--- src/rtl/rxq_pkg.sv ---
// Package: shared types and the mode-to-flag mask for the receive status FIFO.
// Assumes flags are indexed so that flag i lands in status bit i+2.
package rxq_pkg;

    typedef enum logic [1:0] {
        MODE_ASYNC = 2'b00,
        MODE_BYTE  = 2'b01,
        MODE_HDLC  = 2'b10,
        MODE_NONE  = 2'b11
    } rxq_mode_e;

    localparam int FLAG_W  = 6;
    localparam int OVR_IDX = 1;   // flag index of the overrun bit (status bit 3)

    // Flags each mode is allowed to show
    function automatic logic [FLAG_W-1:0] mode_mask(input logic [1:0] m);
        logic [FLAG_W-1:0] r;
        case (m)
            MODE_ASYNC: r = 6'b011110;
            MODE_BYTE:  r = 6'b001011;
            MODE_HDLC:  r = 6'b111111;
            default:    r = 6'b000000;
        endcase
        return r;
    endfunction

endpackage

--- src/rtl/rxq_ptr_ctrl.sv ---
// Pointer and occupancy control for the receive queue.
// Decides which pushes and pops take effect and when an overrun stamp is due.
// Assumes pop is evaluated before push, so a full queue accepts a push in a popping cycle.
module rxq_ptr_ctrl #(
    parameter int DEPTH = 32,
    localparam int AW = $clog2(DEPTH),
    localparam int CW = $clog2(DEPTH + 1)
) (
    input  logic          clk,
    input  logic          rst_n,
    input  logic          clear,
    input  logic          push_req,
    input  logic          pop_req,
    output logic [AW-1:0] wr_ptr,
    output logic [AW-1:0] rd_ptr,
    output logic [AW-1:0] last_ptr,
    output logic [CW-1:0] occ,
    output logic          push_ok,
    output logic          stamp_ovr,
    output logic          nonempty
);

    logic pop_ok;
    logic full;

    // Accept or reject this cycle's requests
    always_comb begin
        nonempty  = (occ != '0);
        full      = (occ == CW'(DEPTH));
        pop_ok    = pop_req && nonempty;
        push_ok   = push_req && (!full || pop_ok);
        stamp_ovr = push_req && !push_ok;
        last_ptr  = (wr_ptr == '0) ? AW'(DEPTH - 1) : wr_ptr - 1'b1;
    end

    // Advance the write pointer on each accepted push
    always_ff @(posedge clk) begin
        if (!rst_n || clear)
            wr_ptr <= '0;
        else if (push_ok)
            wr_ptr <= (wr_ptr == AW'(DEPTH - 1)) ? '0 : wr_ptr + 1'b1;
    end

    // Advance the read pointer on each accepted pop
    always_ff @(posedge clk) begin
        if (!rst_n || clear)
            rd_ptr <= '0;
        else if (pop_ok)
            rd_ptr <= (rd_ptr == AW'(DEPTH - 1)) ? '0 : rd_ptr + 1'b1;
    end

    // Track how many entries are held
    always_ff @(posedge clk) begin
        if (!rst_n || clear)
            occ <= '0;
        else begin
            case ({push_ok, pop_ok})
                2'b10:   occ <= occ + 1'b1;
                2'b01:   occ <= occ - 1'b1;
                default: occ <= occ;
            endcase
        end
    end

endmodule

--- src/rtl/rxq_store.sv ---
// Storage for characters and their flag words, with the overrun stamp on the newest entry.
// Assumes the controller never asserts push_ok and stamp_ovr together.
module rxq_store #(
    parameter int DEPTH  = 32,
    parameter int DATA_W = 8,
    parameter int FLAG_W = 6,
    parameter int OVR_IDX = 1,
    localparam int AW = $clog2(DEPTH)
) (
    input  logic              clk,
    input  logic              push_ok,
    input  logic              stamp_ovr,
    input  logic [AW-1:0]     wr_ptr,
    input  logic [AW-1:0]     rd_ptr,
    input  logic [AW-1:0]     last_ptr,
    input  logic [DATA_W-1:0] wr_data,
    input  logic [FLAG_W-1:0] wr_flags,
    output logic [DATA_W-1:0] head_data,
    output logic [FLAG_W-1:0] head_flags
);

    logic [DATA_W-1:0] data_mem [DEPTH];
    logic [FLAG_W-1:0] flag_mem [DEPTH];

    // Write the character slot on an accepted push
    always_ff @(posedge clk) begin
        if (push_ok)
            data_mem[wr_ptr] <= wr_data;
    end

    // Write flags on a push, or set overrun on the newest entry on a dropped push
    always_ff @(posedge clk) begin
        if (push_ok)
            flag_mem[wr_ptr] <= wr_flags;
        else if (stamp_ovr)
            flag_mem[last_ptr][OVR_IDX] <= 1'b1;
    end

    // Present the head entry without a register stage
    always_comb begin
        head_data  = data_mem[rd_ptr];
        head_flags = flag_mem[rd_ptr];
    end

endmodule

--- src/rtl/rxq_status_view.sv ---
// Builds the current-status byte and the visible data from the head entry.
// Assumes head contents are only meaningful while nonempty is high.
module rxq_status_view #(
    parameter int DATA_W = 8,
    parameter int FLAG_W = 6
) (
    input  logic              nonempty,
    input  logic [1:0]        mode,
    input  logic [DATA_W-1:0] head_data,
    input  logic [FLAG_W-1:0] head_flags,
    output logic [DATA_W-1:0] rd_data,
    output logic [FLAG_W+1:0] cur_status
);
    import rxq_pkg::*;

    // Mask flags by mode and force empty-queue outputs to zero
    always_comb begin
        if (nonempty) begin
            rd_data    = head_data;
            cur_status = {head_flags & mode_mask(mode), 1'b0, 1'b1};
        end else begin
            rd_data    = '0;
            cur_status = '0;
        end
    end

endmodule

--- src/rtl/rxq_status_fifo.sv ---
// Top: receive character queue with a head-of-queue status byte.
// Assumes all clear sources are synchronous to clk; no output drives an interrupt.
module rxq_status_fifo #(
    parameter int DEPTH  = 32,
    parameter int DATA_W = 8,
    localparam int FLAG_W = rxq_pkg::FLAG_W,
    localparam int AW = $clog2(DEPTH),
    localparam int CW = $clog2(DEPTH + 1)
) (
    input  logic              clk,
    input  logic              rst_n,
    input  logic              rx_reset,
    input  logic              chan_reset,
    input  logic              sys_stop,
    input  logic [1:0]        mode,
    input  logic              wr_en,
    input  logic [DATA_W-1:0] wr_data,
    input  logic [FLAG_W-1:0] wr_flags,
    input  logic              rd_pop,
    output logic [DATA_W-1:0] rd_data,
    output logic [FLAG_W+1:0] cur_status
);

    logic          clear;
    logic [AW-1:0] wr_ptr, rd_ptr, last_ptr;
    logic [CW-1:0] occ;
    logic          push_ok, stamp_ovr, nonempty;
    logic [DATA_W-1:0] head_data;
    logic [FLAG_W-1:0] head_flags;

    // Merge the three clear sources
    always_comb clear = rx_reset || chan_reset || sys_stop;

    rxq_ptr_ctrl #(.DEPTH(DEPTH)) u_ctrl (
        .clk(clk), .rst_n(rst_n), .clear(clear),
        .push_req(wr_en), .pop_req(rd_pop),
        .wr_ptr(wr_ptr), .rd_ptr(rd_ptr), .last_ptr(last_ptr), .occ(occ),
        .push_ok(push_ok), .stamp_ovr(stamp_ovr), .nonempty(nonempty)
    );

    rxq_store #(.DEPTH(DEPTH), .DATA_W(DATA_W), .FLAG_W(FLAG_W),
                .OVR_IDX(rxq_pkg::OVR_IDX)) u_store (
        .clk(clk), .push_ok(push_ok), .stamp_ovr(stamp_ovr),
        .wr_ptr(wr_ptr), .rd_ptr(rd_ptr), .last_ptr(last_ptr),
        .wr_data(wr_data), .wr_flags(wr_flags),
        .head_data(head_data), .head_flags(head_flags)
    );

    rxq_status_view #(.DATA_W(DATA_W), .FLAG_W(FLAG_W)) u_view (
        .nonempty(nonempty), .mode(mode),
        .head_data(head_data), .head_flags(head_flags),
        .rd_data(rd_data), .cur_status(cur_status)
    );

endmodule

--- config.mk ---
export PLATFORM = sky130hd
export DESIGN_NAME = rxq_status_fifo
export DESIGN_NICKNAME = d
export VERILOG_FILES = /design/src/rtl/rxq_pkg.sv /design/src/rtl/rxq_ptr_ctrl.sv /design/src/rtl/rxq_store.sv /design/src/rtl/rxq_status_view.sv /design/src/rtl/rxq_status_fifo.sv
export SDC_FILE = /design/constraint.sdc
export NUM_CORES = 1
export LEC_CHECK = 0
export ABC_AREA = 1
export CORE_UTILIZATION = 65
export CTS_BUF_LIST = sky130_fd_sc_hd__clkbuf_4
export CTS_CLUSTER_SIZE = 14
export DETAILED_ROUTE_END_ITERATION = 8
export PLACE_DENSITY = 0.8
export SETUP_SLACK_MARGIN = 0.3
export SLEW_MARGIN = 20
export SYNTH_ARGS = -nofsm -noshare
export SYNTH_HDL_FRONTEND = slang
export SYNTH_SLANG_ARGS = --single-unit
export TNS_END_PERCENT = 1
--- constraint.sdc ---
create_clock -name clk -period 6.4 [get_ports clk]
set_input_delay 0.64 -clock clk [delete_from_list [all_inputs] [get_ports clk]]
set_output_delay 0.64 -clock clk [all_outputs]
set_load 0.02 [all_outputs]
==> metrics.txt <==
result of the run=finished clean; most frequent standard cell in the layout excluding fill and tap cells=sky130_fd_sc_hd__nand2_1; Placement Setup Slack=2.35 ns; final layout net count=1,966; average size of a mapped cell=10.8 um2; Final Hold Violating Endpoints=0; hold buffers post-CTS=0; max-cap violations=0; sequential-to-total area share from yosys stat=68.6%; number of warnings issued by yosys=0; area fraction of the dominant cell type after synthesis=66.5%; half-perimeter wire length of the detailed placement result=27,400 um; proportion of layout cells with a drive suffix above 1=11.8%; post-CTS repair timing setup buffer count=0; 1st-pass router iterations=8; Lkg Pwr=8.07 nW; first-pass GRT wire length=74,300 um; critical path start-end classification=reg2out; Cell variety after synth=37; H-tree levels=3; Max Freq=204 MHz; worst-case setup margin in the final layout=1.49 ns; Final Instance Area=0.0222 mm2; cell area after synthesis=0.0202 mm2; slew of the pin with the lowest slew margin=1.08 ns; die width=178 um; Initial Utilization=66.1%; final-layout worst hold slack=0.417 ns; Syn Inst Count=1,870; clock tree from TritonCTS=yes; total power divided by cell area=267 mW/mm2; Worst IR Drop VDD=242 uV; number of failing setup endpoints in the final timing report=0; Setup crit start kind=flip-flop; buffer depth of the longest clock path=3; synthesis-stage register bit count=469; antenna violations before repair=3; top cells by area in the synthesized netlist=sky130_fd_sc_hd__edfxtp_1 67%, sky130_fd_sc_hd__nand2_1 8.9%, sky130_fd_sc_hd__nand3_1 6.3%; number of pins with negative max-slew slack in the final report=0; Port Buffers=37; number of vias per cell after detailed routing=6.07; Core Box Area=0.0306 mm2; number of fillers in the final layout=2,067; category of the worst setup path capture point=output pin; vias in the first global route=14,047; number of top-level design ports=39; net count after synthesis=1,909; final cell count without fillers=2,418; data arrival at the endpoint of the critical path=4.27 ns; Overall Global Routing Usage=31.1%; number of gates resized after cts=0; clock insertion delay at the later pin of the skew report=0.79 ns; sum of routed wire length over all layers=48,200 um; Finished Core Util=72.6%; placed inst area=0.0208 mm2; clock transition at the registers of the reported paths=0.07 ns; root buf cell=sky130_fd_sc_hd__clkbuf_4; DRC marker count from the first detailed-route iteration=2,264; die boundary height=178 um; Routability Congestion=0.890; commonest cells after routing, fill and taps aside=481 x sky130_fd_sc_hd__nand2_1, 448 x sky130_fd_sc_hd__edfxtp_1, 256 x sky130_fd_sc_hd__nand3_1; CP required=5.76 ns; maximum clock skew at final layout=0.0389 ns; path type of the worst min-delay path=in2reg; antenna-violating nets left=0; origin of the critical flop-to-flop path=u_ctrl.occ[1]; average wire per standard cell=19.9 um; fraction of registers with async set/reset=0%; Placed Cells=2,213; library cell with the largest summed area after synthesis=sky130_fd_sc_hd__edfxtp_1; setup repair after global routing missed its margin=no; most used flip-flop cell after synthesis=sky130_fd_sc_hd__edfxtp_1; overflow left after global routing=0; post-layout min period=4.91 ns; maximum fanout encountered on the critical timing path=148; total power consumption of the routed design=5.92 mW; layout overhead on the synthesized area=9.77%; number of buffers created by CTS=108; setup TNS=0 ns; overall die area=0.0318 mm2; Hold Crit Start=wr_data[7]; relative max-transition margin=27.9%; routed vias=14,674; sink count of the clock tree=469; number of enable flip-flop cells after synthesis=448; pin count of the biggest net entering global routing=149; row count=64; final critical-path share of the clock period=76.7%; detailed-route DRC error count=0
## cells by family after synthesis
kind of cell    share of synthesized area (%)
buf+inv                                  3.79
other cells                            0.0185
flops                                    68.6
compound gates                           3.99
fa+ha+maj                                1.03
simple gates                             22.4
xor+xnor                                0.173
## synthesized netlist by cell type (6+ instances only)
| cell | number |
|---|---|
| sky130_fd_sc_hd__a21oi_1 | 23 |
| sky130_fd_sc_hd__o211ai_1 | 12 |
| sky130_fd_sc_hd__nand3_1 | 256 |
| sky130_fd_sc_hd__nand3_2 | 10 |
| sky130_fd_sc_hd__o21ai_0 | 96 |
| sky130_fd_sc_hd__dfxtp_1 | 21 |
| sky130_fd_sc_hd__buf_1 | 6 |
| sky130_fd_sc_hd__edfxtp_1 | 448 |
| sky130_fd_sc_hd__inv_1 | 59 |
| sky130_fd_sc_hd__buf_2 | 43 |
| sky130_fd_sc_hd__nand2_2 | 7 |
| sky130_fd_sc_hd__ha_1 | 15 |
| sky130_fd_sc_hd__o22ai_1 | 9 |
| sky130_fd_sc_hd__nor3_1 | 67 |
| sky130_fd_sc_hd__nand2_1 | 481 |
| sky130_fd_sc_hd__clkbuf_1 | 56 |
| sky130_fd_sc_hd__nor2_1 | 214 |
## final timing paths
path,end,slack [ns],cells after the start
setup / recovery,rd_data[7],1.49,11
hold / removal,u_store.data_mem[24][7],0.42,1
setup reg to reg,u_ctrl.occ[5],3.24,17
hold reg to reg,u_ctrl.occ[3],0.52,2
## worst max-delay path: stages (launching register included)
cell,delay [ns]
sky130_fd_sc_hd__dfxtp_4,0.54
sky130_fd_sc_hd__inv_6,0.85
sky130_fd_sc_hd__buf_4,0.47
sky130_fd_sc_hd__nand2_1,0.10
sky130_fd_sc_hd__nand3_1,0.08
sky130_fd_sc_hd__nand3_1,0.11
sky130_fd_sc_hd__nand2_1,0.13
sky130_fd_sc_hd__nand2_1,0.06
sky130_fd_sc_hd__nand2_1,0.10
sky130_fd_sc_hd__o21ai_1,0.12
sky130_fd_sc_hd__nor2_1,0.24
sky130_fd_sc_hd__clkdlybuf4s50_1,0.64
## flip-flops by register name, indices dropped and copies added, names as in the netlist, named ones only
| signal | cells |
|---|---|
| u_store.flag_mem | 192 |
| u_store.data_mem | 256 |
| u_ctrl.occ | 6 |
| u_ctrl.rd_ptr | 5 |
| u_ctrl.wr_ptr | 5 |
## where the power goes
part / internal (mW) / switching, mW
registers: 3.36 / 0.00382
logic: 0.0419 / 0.118
clock network: 1.24 / 1.16
## cell type report
type	count	area, um2	share of cell area [%]
Sequential cell	469	13900	62.5
Multi-Input combinational cell	1223	5610	25.3
Clock buffer	154	1160	5.21
Timing Repair Buffer	59	520	2.35
Tap cell	396	495	2.23
Clock inverter	48	268	1.21
Inverter	66	258	1.16
Antenna cell	3	7.51	0.0338
## metal layers
metal | up-vias | wire length, um | track usage, %
met3 | 128 | 5980 | 6.48
li1 | 6683 | - | -
met2 | 1004 | 23000 | 48.1
met4 | 2 | 1210 | 11.7
met5 | - | 13 | 0
met1 | 6857 | 18000 | 43.7
Power figures use the tool's default switching activity.
